### src/rtl/irqc_pkg.sv
package irqc_pkg;

   typedef enum logic [3:0] {
      SEL_ID,
      SEL_MASK,
      SEL_EDGE,
      SEL_EN,
      SEL_CLR,
      SEL_CTLA,
      SEL_CTLB,
      SEL_POL,
      SEL_ROUTE,
      SEL_VEC,
      SEL_NONE
   } sel_e;

   localparam int RGN_WORDS = 0;
   localparam int RGN_ROUTE = 4;
   localparam int RGN_VEC   = 8;

endpackage

### src/rtl/irqc_bus_decode.sv
module irqc_bus_decode
   import irqc_pkg::*;
#(
   parameter int ADDR_W = 12,
   parameter int NLINES = 64
) (
   input  logic [ADDR_W-1:0] addr,
   output sel_e              sel,
   output logic              upper,
   output logic [5:0]        byte_idx
);
   timeunit 1ns; timeprecision 1ps;

   localparam int RGN_W = ADDR_W - 6;

   logic [RGN_W-1:0] rgn;

   assign rgn      = addr[ADDR_W-1:6];
   assign byte_idx = addr[5:0];
   assign upper    = addr[2];

   always_comb begin
      sel = SEL_NONE;
      if (rgn == RGN_W'(RGN_WORDS)) begin
         if (addr[1:0] == 2'b00) begin
            unique case (addr[5:3])
               3'd0: sel = SEL_ID;
               3'd1: sel = SEL_MASK;
               3'd2: sel = SEL_EDGE;
               3'd3: sel = SEL_EN;
               3'd4: sel = SEL_CLR;
               3'd5: sel = SEL_CTLA;
               3'd6: sel = SEL_CTLB;
               default: sel = SEL_POL;
            endcase
         end
      end else if (rgn == RGN_W'(RGN_ROUTE)) begin
         if (32'(byte_idx) < NLINES) sel = SEL_ROUTE;
      end else if (rgn == RGN_W'(RGN_VEC)) begin
         if (32'(byte_idx) < NLINES) sel = SEL_VEC;
      end
   end

endmodule

### src/rtl/irqc_first_one.sv
module irqc_first_one #(
   parameter int W  = 64,
   parameter int IW = $clog2(W)
) (
   input  logic [W-1:0]  vec,
   output logic          any,
   output logic [IW-1:0] idx
);
   timeunit 1ns; timeprecision 1ps;

   assign any = |vec;

   always_comb begin
      idx = '0;
      for (int i = W - 1; i >= 0; i--) begin
         if (vec[i]) idx = IW'(i);
      end
   end

endmodule

### src/rtl/irqc_line_engine.sv
module irqc_line_engine #(
   parameter int NLINES = 64,
   parameter int VEC_W  = 8,
   parameter int LW     = $clog2(NLINES)
) (
   input  logic              clk,
   input  logic              rst_n,
   input  logic [NLINES-1:0] irq_in,
   input  logic [NLINES-1:0] mask,
   input  logic [NLINES-1:0] edge_mode,
   input  logic [NLINES-1:0] unmask_hit,
   input  logic [NLINES-1:0] mask_hit,
   input  logic [NLINES-1:0] clr_req,
   input  logic [VEC_W-1:0]  svc_vec,
   output logic [LW-1:0]     svc_idx,
   input  logic              ev_ready,
   output logic              ev_valid,
   output logic              ev_assert,
   output logic [VEC_W-1:0]  ev_vec
);
   timeunit 1ns; timeprecision 1ps;

   logic [NLINES-1:0] prev_in, req, isr, raise_pend, lower_pend;
   logic [NLINES-1:0] rise, fall_lvl, clr_hit, svc_oh;
   logic [NLINES-1:0] req_nx, isr_nx, rp_nx, lp_nx;
   logic              any_pend, go, do_asrt, do_deas;

   assign rise     = irq_in & ~prev_in;
   assign fall_lvl = ~irq_in & prev_in & ~edge_mode;
   assign clr_hit  = clr_req & req & edge_mode;

   irqc_first_one #(.W(NLINES), .IW(LW)) u_pick (
      .vec (raise_pend | lower_pend),
      .any (any_pend),
      .idx (svc_idx)
   );

   assign go      = any_pend && (!ev_valid || ev_ready);
   assign do_asrt = go && raise_pend[svc_idx] && req[svc_idx] && !mask[svc_idx];
   assign do_deas = go && lower_pend[svc_idx] && isr[svc_idx] && !req[svc_idx];
   assign svc_oh  = go ? (NLINES'(1) << svc_idx) : '0;

   for (genvar i = 0; i < NLINES; i++) begin : g_line
      assign req_nx[i] = rise[i] | (req[i] & ~fall_lvl[i] & ~clr_hit[i]);
      assign rp_nx[i]  = rise[i] | unmask_hit[i] | (raise_pend[i] & ~svc_oh[i]);
      assign lp_nx[i]  = fall_lvl[i] | mask_hit[i] | clr_hit[i]
                       | (lower_pend[i] & ~svc_oh[i]);
      assign isr_nx[i] = (svc_oh[i] & do_asrt) | (isr[i] & ~(svc_oh[i] & do_deas));
   end

   always_ff @(posedge clk) begin
      if (!rst_n) begin
         prev_in    <= '0;
         req        <= '0;
         isr        <= '0;
         raise_pend <= '0;
         lower_pend <= '0;
         ev_valid   <= 1'b0;
         ev_assert  <= 1'b0;
         ev_vec     <= '0;
      end else begin
         prev_in    <= irq_in;
         req        <= req_nx;
         isr        <= isr_nx;
         raise_pend <= rp_nx;
         lower_pend <= lp_nx;
         if (go) begin
            ev_valid  <= do_asrt | do_deas;
            ev_assert <= do_asrt;
            ev_vec    <= svc_vec;
         end else if (ev_ready) begin
            ev_valid <= 1'b0;
         end
      end
   end

   // an unmasked, requesting line not in service always has raise work queued
   p_no_lost_raise_r5: assert property (@(posedge clk) disable iff (!rst_n)
      (req & ~mask & ~isr & ~raise_pend) == '0);

   // a line in service whose request dropped always has lower work queued
   p_no_stale_service_r3: assert property (@(posedge clk) disable iff (!rst_n)
      (isr & ~req & ~lower_pend) == '0);

   // an edge-mode request only disappears through a clear write
   p_edge_hold_r4: assert property (@(posedge clk) disable iff (!rst_n)
      ($past(req) & ~req & $past(edge_mode) & ~$past(clr_req)) == '0);

   // a refused event is held unchanged
   p_evt_hold_r11: assert property (@(posedge clk) disable iff (!rst_n)
      (ev_valid && !ev_ready) |=> (ev_valid && $stable(ev_assert) && $stable(ev_vec)));

endmodule

### src/rtl/irq_vec_router.sv
module irq_vec_router
   import irqc_pkg::*;
#(
   parameter int          NLINES   = 64,
   parameter int          VEC_W    = 8,
   parameter int          ADDR_W   = 12,
   parameter logic [7:0]  ID_VER   = 8'h01,
   parameter logic [15:0] ID_COUNT = 16'd31,
   parameter logic [31:0] ID_VAL   = 32'h0000_0007
) (
   input  logic              clk,
   input  logic              rst_n,
   input  logic [NLINES-1:0] irq_in,
   input  logic              bus_req,
   input  logic              bus_we,
   input  logic [ADDR_W-1:0] bus_addr,
   input  logic [31:0]       bus_wdata,
   output logic              bus_ack,
   output logic              bus_err,
   output logic [31:0]       bus_rdata,
   input  logic              ev_ready,
   output logic              ev_valid,
   output logic              ev_assert,
   output logic [VEC_W-1:0]  ev_vec
);
   timeunit 1ns; timeprecision 1ps;

   localparam int LW = $clog2(NLINES);

   if (NLINES < 2 || NLINES > 64) begin : g_bad_lines
      $error("NLINES must lie in 2..64");
   end
   if (VEC_W < 1 || VEC_W > 8) begin : g_bad_vec
      $error("VEC_W must lie in 1..8");
   end
   if (ADDR_W < 10) begin : g_bad_addr
      $error("ADDR_W must be at least 10");
   end

   sel_e              sel;
   logic              upper;
   logic [5:0]        byte_idx;
   logic [NLINES-1:0] mask, edge_mode, enable;
   logic [VEC_W-1:0]  vec_tbl [NLINES];
   logic [63:0]       cur64, new64, clr64, rd64;
   logic              wr;
   logic [NLINES-1:0] mask_nx, unmask_hit, mask_hit, clr_req;
   logic [LW-1:0]     svc_idx;
   logic [31:0]       rd_word;

   irqc_bus_decode #(.ADDR_W(ADDR_W), .NLINES(NLINES)) u_dec (
      .addr     (bus_addr),
      .sel      (sel),
      .upper    (upper),
      .byte_idx (byte_idx)
   );

   assign wr = bus_req && bus_we;

   always_comb begin
      unique case (sel)
         SEL_MASK: cur64 = 64'(mask);
         SEL_EDGE: cur64 = 64'(edge_mode);
         SEL_EN:   cur64 = 64'(enable);
         default:  cur64 = '0;
      endcase
   end

   assign new64 = upper ? {bus_wdata, cur64[31:0]} : {cur64[63:32], bus_wdata};
   assign clr64 = upper ? {bus_wdata, 32'h0} : {32'h0, bus_wdata};

   assign mask_nx    = new64[NLINES-1:0];
   assign unmask_hit = (wr && sel == SEL_MASK) ? (mask & ~mask_nx) : '0;
   assign mask_hit   = (wr && sel == SEL_MASK) ? (~mask & mask_nx) : '0;
   assign clr_req    = (wr && sel == SEL_CLR) ? clr64[NLINES-1:0] : '0;

   always_ff @(posedge clk) begin
      if (!rst_n) begin
         mask      <= '0;
         edge_mode <= '0;
         enable    <= '0;
         for (int i = 0; i < NLINES; i++) vec_tbl[i] <= '0;
      end else if (wr) begin
         unique case (sel)
            SEL_MASK: mask      <= mask_nx;
            SEL_EDGE: edge_mode <= new64[NLINES-1:0];
            SEL_EN:   enable    <= new64[NLINES-1:0];
            SEL_VEC:  vec_tbl[byte_idx[LW-1:0]] <= bus_wdata[VEC_W-1:0];
            default: ;
         endcase
      end
   end

   always_comb begin
      rd64 = '0;
      unique case (sel)
         SEL_ID:                    rd64 = {ID_COUNT, 8'h00, ID_VER, ID_VAL};
         SEL_MASK, SEL_EDGE, SEL_EN: rd64 = cur64;
         default: ;
      endcase
      rd_word = upper ? rd64[63:32] : rd64[31:0];
      if (sel == SEL_ROUTE) rd_word = 32'd1;
      if (sel == SEL_VEC)   rd_word = 32'(vec_tbl[byte_idx[LW-1:0]]);
   end

   always_ff @(posedge clk) begin
      if (!rst_n) begin
         bus_ack   <= 1'b0;
         bus_err   <= 1'b0;
         bus_rdata <= '0;
      end else begin
         bus_ack   <= bus_req;
         bus_err   <= bus_req && (sel == SEL_NONE);
         bus_rdata <= (bus_req && !bus_we) ? rd_word : '0;
      end
   end

   irqc_line_engine #(.NLINES(NLINES), .VEC_W(VEC_W), .LW(LW)) u_eng (
      .clk        (clk),
      .rst_n      (rst_n),
      .irq_in     (irq_in),
      .mask       (mask),
      .edge_mode  (edge_mode),
      .unmask_hit (unmask_hit),
      .mask_hit   (mask_hit),
      .clr_req    (clr_req),
      .svc_vec    (vec_tbl[svc_idx]),
      .svc_idx    (svc_idx),
      .ev_ready   (ev_ready),
      .ev_valid   (ev_valid),
      .ev_assert  (ev_assert),
      .ev_vec     (ev_vec)
   );

   // every request is answered on the following cycle
   p_ack_follows_req_r10: assert property (@(posedge clk) disable iff (!rst_n)
      bus_req |=> bus_ack);

   // an error is only ever reported with an acknowledge
   p_err_with_ack_r10: assert property (@(posedge clk) disable iff (!rst_n)
      bus_err |-> bus_ack);

endmodule

### config.mk
export PLATFORM = sky130hd
export DESIGN_NAME = irq_vec_router
export DESIGN_NICKNAME = d
export VERILOG_FILES = /design/src/rtl/irqc_pkg.sv /design/src/rtl/irqc_bus_decode.sv /design/src/rtl/irqc_first_one.sv /design/src/rtl/irqc_line_engine.sv /design/src/rtl/irq_vec_router.sv
export SDC_FILE = /design/constraint.sdc
export NUM_CORES = 2
export LEC_CHECK = 0
export BUFFER_PORTS_ARGS = -buffer_cell sky130_fd_sc_hd__buf_2
export CAP_MARGIN = 20
export CORE_MARGIN = 4
export CORE_UTILIZATION = 60
export DETAILED_ROUTE_END_ITERATION = 6
export PLACE_DENSITY = 0.77
export SLEW_MARGIN = 20
export SYNTH_ARGS = -nofsm -noshare
export SYNTH_HDL_FRONTEND = slang
export SYNTH_SLANG_ARGS = --single-unit
export TNS_END_PERCENT = 20
### constraint.sdc
create_clock -name clk -period 4.2 [get_ports clk]
set_input_delay 0.84 -clock clk [delete_from_list [all_inputs] [get_ports clk]]
set_output_delay 0.84 -clock clk [all_outputs]
set_load 0.03 [all_outputs]
-- Word level (Yosys, flattened, before mapping)
Memories as Yosys holds them, arrays and structs flattened. A register that Yosys moved wholly into a read port is not among the register bits.
Cells that the tools add are included.
- order comparisons: 1
- eq/ne operators: 15
- shift operators: 1
- multiplexer cells: 100
- bitwise gates (word level): 1168
- reduce and logical (&&, ||, !) cells: 31
- operators by type and width (operator ; number):
    1-bit OR ; 449
    1-bit AND ; 448
    64-bit AND ; 7
    6-bit two-way mux ; 65
    64-bit two-way mux ; 6
    64-bit NOT ; 5
    1-bit NOT ; 258
    64-bit case mux with 3 select lines ; 1
    64-bit case mux with 2 select lines ; 1
    64-bit OR ; 1
    64-bit OR reduction ; 1
    1-bit by 6-bit left shift with 64-bit output (first input constant) ; 1
    32-bit two-way mux ; 1
    1-bit binary-select mux with 6-bit select ; 5
    8-bit two-way mux ; 3
    3-bit case mux with 7 select lines ; 1
    1-bit two-way mux ; 13
    4-bit equality test (second input constant) ; 3
    1-bit logical AND ; 12
    4-bit two-way mux ; 3
    3-bit equality test (second input constant) ; 3
    4-bit by 2-bit equality test with 1-bit output (second input constant) ; 2
    2-bit AND reduction ; 4
    8-bit OR reduction ; 1
    17 further kinds ; 22
- flip-flop bits (word level): 548
- RAM bits: 512
- input bits: 113
- logic and storage cells: 1331
- memories: 1
- memory list (memory ; words ; bits a word ; read ports ; clocked after Yosys merged registers in ; wr ports ; RTL line ; RTL):
    vec_tbl ; 64 ; 8 ; 2 ; 1 ; 64 ; irq_vec_router.sv:44 ; logic [VEC_W-1:0] vec_tbl [NLINES];

-- Depth between registers and ports, before layout
- depth after elaboration: 74
- gate-level depth with buffers: 18
- gate-level depth less buffers: 13

-- Cells and area by module
Synthesis repeated with hierarchy kept, for this count alone.
- cells, all modules: 5433
- area, all modules: 55002.8 µm²
- modules (own cells, without submodules) (module ; instances ; cells an instance ; area an instance (µm²) ; sequential area each (µm²)):
    irq_vec_router ; 1 ; 3435 ; 39060.0 ; 19899.1
    irqc_line_engine ; 1 ; 1835 ; 14921.8 ; 6606.3
    irqc_first_one ; 1 ; 145 ; 887.1 ; 0.0
    irqc_bus_decode ; 1 ; 18 ; 133.9 ; 0.0

-- Worst setup path before layout
Ideal clock, no wire load.
- path kind: register to register
- start point: reg u_eng.lower_pend[38]
- end point: reg u_eng.isr[50]
- setup time: 0.132 ns
- data arrival time: 3.546 ns
- data required time: 4.068 ns
- slack: 0.522 ns
- cell stages (with the launch flop): 18
- path buffers: 4
- clock period less this slack: 3.678 ns
- cell sequence: dfxtp_1 or4_4 a31oi_1 o2111ai_1 a221o_1 o21a_1 buf_4 o21a_1 buf_6 a221o_1 a31oi_1 a2111oi_0 a311oi_1 nand4_1 buf_2 buf_6 o31ai_2 a21oi_1
- word-level cells in the longest chain between the ends: 49
- ends and longest elaborated chain (element ; RTL line ; RTL):
    start, declared ; irqc_line_engine.sv:23 ; logic [NLINES-1:0] prev_in, req, isr, raise_pend, lower_pend;
    start signal, assigned ; irqc_line_engine.sv:66 ; lower_pend <= lp_nx;
    64-bit OR ; irqc_line_engine.sv:33 ; .vec (raise_pend | lower_pend),
    6-bit two-way mux (39 in a row) ; irqc_first_one.sv:16 ; if (vec[i]) idx = IW'(i);
    1-bit binary-select mux with 6-bit select ; irqc_line_engine.sv:40 ; assign do_deas = go && lower_pend[svc_idx] && isr[svc_idx] && !req[svc_idx];
    1-bit two-way mux (not written as such) ; irqc_line_engine.sv:40 ;
    1-bit logical AND (3 in a row) ; irqc_line_engine.sv:40 ;
    1-bit AND ; irqc_line_engine.sv:48 ; assign isr_nx[i] = (svc_oh[i] & do_asrt) | (isr[i] & ~(svc_oh[i] & do_deas));
    1-bit NOT ; irqc_line_engine.sv:48 ;
    1-bit AND ; irqc_line_engine.sv:48 ;
    1-bit OR * ; irqc_line_engine.sv:48 ;
    end signal, assigned ; irqc_line_engine.sv:64 ; isr <= isr_nx;
    end, declared ; irqc_line_engine.sv:23 ;
Mark *: on every way between the ends. The rest lies on a longest branch, timed or not. The select of a mux whose other input is x is not followed.
A chain may end at the register's enable or synchronous reset.

-- Worst setup path after layout
- start point: reg u_eng.lower_pend[33]
- end point: reg u_eng.isr[44]
- word-level cells in the longest chain between the ends: 44
- ends and longest elaborated chain (element ; RTL line):
    64-bit OR ; irqc_line_engine.sv:33
    6-bit two-way mux (34 in a row) ; irqc_first_one.sv:16
    1-bit binary-select mux with 6-bit select ; irqc_line_engine.sv:40
    1-bit two-way mux (not written as such) ; irqc_line_engine.sv:40
    1-bit logical AND (3 in a row) ; irqc_line_engine.sv:40
    1-bit AND ; irqc_line_engine.sv:48
    1-bit NOT ; irqc_line_engine.sv:48
    1-bit AND ; irqc_line_engine.sv:48
    1-bit OR * ; irqc_line_engine.sv:48
Marked as above.

==> results.toml <==
[critical_path]
r2r_cells = 16
path_max_fanout = 9
required_ns = 4.85
r2r_start = "u_eng.lower_pend[33]"
reg2reg_slack_ns = -0.05
reg2reg_to = "u_eng.isr[44]"
path_class = "reg2reg"
max_stage_delay_ns = 0.53
worst-path-buf-inv = 4
cp-start-kind = "flip-flop"
end_kind = "flip-flop"
cp_common_cell = "buf_4"
critPathSlowestCell = "a2111o_1"
critPathArrivalTime_ns = 4.90
cpLargestDelayFamily = "compound AO/OA/AOI/OAI gates"
startpoint = "u_eng.lower_pend[33]"
crit_chain = "nor4_2 > o311ai_0 > a2111o_1 > a31oi_4 > nor2_4 > buf_4 > buf_4 > o21ai_0 > a221oi_1 > o31ai_1 > nand4b_1 > nand4_1 > buf_8 > clkbuf_16 > nand3_1 > a21oi_1"

[pwr]
p_leak_nw = 23.7
p_int_mw = 19.7
power.share.switching = 0.313
ir_drop_mv = 0.441
power.density_nw_per_um2 = 436
p_sw_mw = 8.97
combPwrFrac = 0.235
p_clk_frac = 0.354
power_frac_seq = 0.412
totalPowerFinal_mw = 28.7

[yosys]
syn_area_um2 = 53300
synth_edf_count = 512
yosysWarnings = 0
synth-seq-cells = 1068
postSynth.asyncResetShare = 0
yosysSeqAreaShare = 0.497
yosys-top-cells-area = "edfxtp_1, dfxtp_1, and2_1"
synth-main-ff-cell = "dfxtp_1"
yosysTopAreaCell = "edfxtp_1"
synthDistinctLibCells = 85
syn_nets = 5834
post-synth-top-area-fraction = 0.288
synth_cells = 5721
synth_common_cells = "and2_1, a21oi_1, dfxtp_1, nand2_1, edfxtp_1"
avgSynthCellArea_um2 = 9.32
synth.most_common_cell = "and2_1"

[placed_design]
place_inst = 7412
hpwlAfterDp_mm = 160
io_buffers = 156
gp_congestion = 1.06
place_ws_ns = -0.458

[clock_network]
cts.sinks = 1068
htree_levels = 3
cts_buffer_depth = 3
numCtsBuffers = 110
worstSkewPairLatency_ns = 0.74
root_buffer = "clkbuf_16"
cts_tree = "done"
path_clk_slew_ns = 0.06

[detailed_routing]
first_pass_iters = 7
avgRoutedWirePerCell_um = 30.3
drtIter0Drc = 9465
postRouteAntennaNets = 0
vias_per_cell = 7.04
drc = 46
vias = 53800
routed_wl_mm = 231

[global_route]
grt_max_degree = 109
grt_pass1_vias = 51200
grt_overflow = 0
grt.total_usage = 0.472
grt_pass1_wl_mm = 334
antenna_found_initial = 8

[sta]
timing.final.crit_share = 1.01
tightest_slew_ns = 0.957
rsz0062_at_grt = "yes"
slew_headroom = 0.362
hold_viol = 0
slew_viol_final = 0
setup_violations = 17
skew_ns = 0.0274
finalCriticalPeriod_ns = 4.25
clock.fmax_mhz = 235
fin_ws_ns = -0.0471
fin_tns_setup_ns = -0.364

[final_layout]
syn2layout_area_growth_pct = 23.5
final_cells = 7642
nets = 6495
fin_util = 0.746
layout-drive-gt1-share = 0.211
fillers = 6307

[hold_path]
hold_depth = 2
hold_end = "u_eng.prev_in[8]"
min_from = "irq_in[8]"
min_path_type = "in2reg"

[floorplanning]
die_h_um = 306
rows = 109
initial_utilization = 0.604
die-area_um2 = 93700
pin_count = 157
fp.dieW_um = 306
core_um2 = 88200

[status]
violations = "DRC, setup timing"
status = "complete, but fails checks"

[job]
drv_cap = 0
==> area by class of cell <==
type | count | area [µm²] | share of cell area
antenna | 6 | 15.0 | 0.000228
clock buffer | 157 | 3110 | 0.0473
clock inverter | 44 | 572 | 0.00869
inverter | 26 | 106 | 0.00162
multi-input combinational | 4152 | 25500 | 0.388
sequential | 1068 | 26500 | 0.403
tap | 1165 | 1460 | 0.0221
timing repair buffer | 1024 | 8510 | 0.129
==> flip-flops by register name, indices dropped and copies added, names as in the netlist <==
signal / flops
edge_mode: 64
bus_err: 1
u_eng.req: 64
u_eng.prev_in: 64
u_eng.isr: 64
vec_tbl: 512
enable: 64
u_eng.ev_assert: 1
mask: 64
u_eng.raise_pend: 64
u_eng.ev_valid: 1
u_eng.lower_pend: 64
u_eng.ev_vec: 8
bus_rdata: 32
bus_ack: 1
==> cells by family after synthesis <==
group / share of synthesized area
multiplexers: 0.0290
AND/OR/NAND/NOR: 0.208
AO/OA/AOI/OAI: 0.227
flip-flops: 0.497
buffers and inverters: 0.0392
XOR/XNOR: 0.000164
==> layout by cell type, fill, tap and decap left out, types with 22 or more instances in the layout <==
master | netlist | final
a21oi_1 | 563 | 541
mux2i_1 | 143 | 143
clkbuf_1 | 349 | 30
a32oi_1 | 51 | 50
a22oi_1 | 214 | 214
nand2b_1 | 72 | 71
inv_1 | 25 | 24
nor3b_1 | 74 | 71
buf_4 | 19 | 774
nand2_1 | 544 | 540
clkbuf_16 | 0 | 119
o21ai_0 | 175 | 167
buf_12 | 0 | 77
dfxtp_1 | 556 | 550
nor2b_1 | 37 | 37
a211oi_1 | 213 | 208
nor2_1 | 489 | 479
a41oi_1 | 85 | 85
a221oi_1 | 100 | 94
and2_1 | 585 | 585
o22ai_1 | 25 | 25
edfxtp_1 | 512 | 512
o31ai_1 | 57 | 48
nor3_1 | 93 | 87
o21ai_1 | 17 | 22
a31oi_1 | 76 | 70
buf_2 | 54 | 154
and3_1 | 28 | 25
nor4_1 | 47 | 36
nand4_1 | 36 | 36
a22o_1 | 37 | 37
nand3_1 | 147 | 146
==> power groups by stage <==
stage               clock network (mW)  logic [mW]  registers (mW)
finish                            10.1        6.74            11.8
CTS                               10.1        6.07            11.8
global placement                     0        5.92            12.0
detailed placement                   0        5.96            12.0
floorplan                            0        2.90            11.8
global route                      10.6        6.87            11.8
==> worst max-delay path by stage <==
stage | endpoint | cells after the start
after floorplan | u_eng.isr[50] | 17
after global placement | u_eng.ev_vec[0] | 15
after detailed placement | u_eng.isr[9] | 16
after CTS | u_eng.ev_vec[3] | 18
after global routing | u_eng.isr[31] | 20
final | u_eng.isr[44] | 16
==> layer usage <==
layer	global-route usage	wire [µm]	vias up
met4	0.313	19800	4
met5	0	26	-
met3	0.143	33600	1152
li1	-	-	22700
met2	0.707	98100	4675
met1	0.594	79700	25300
==> per-stage QoR <==
step,instance area (µm²),hold slack [ns]
after CTS,65000,0.327
after global placement,61100,0.452
after detailed placement,61100,0.459
after global routing,65800,0.350
after floorplan,53300,0.440
final,65800,0.344
==> timing repair <==
action,CTS,global route
setup buffers,4,11
endpoints found under the setup margin,82,80
pin swaps,7,49
gates cloned,0,8
gates resized for setup,43,118
hold buffers,0,0
No activity file was read; power rests on OpenSTA's default activity.
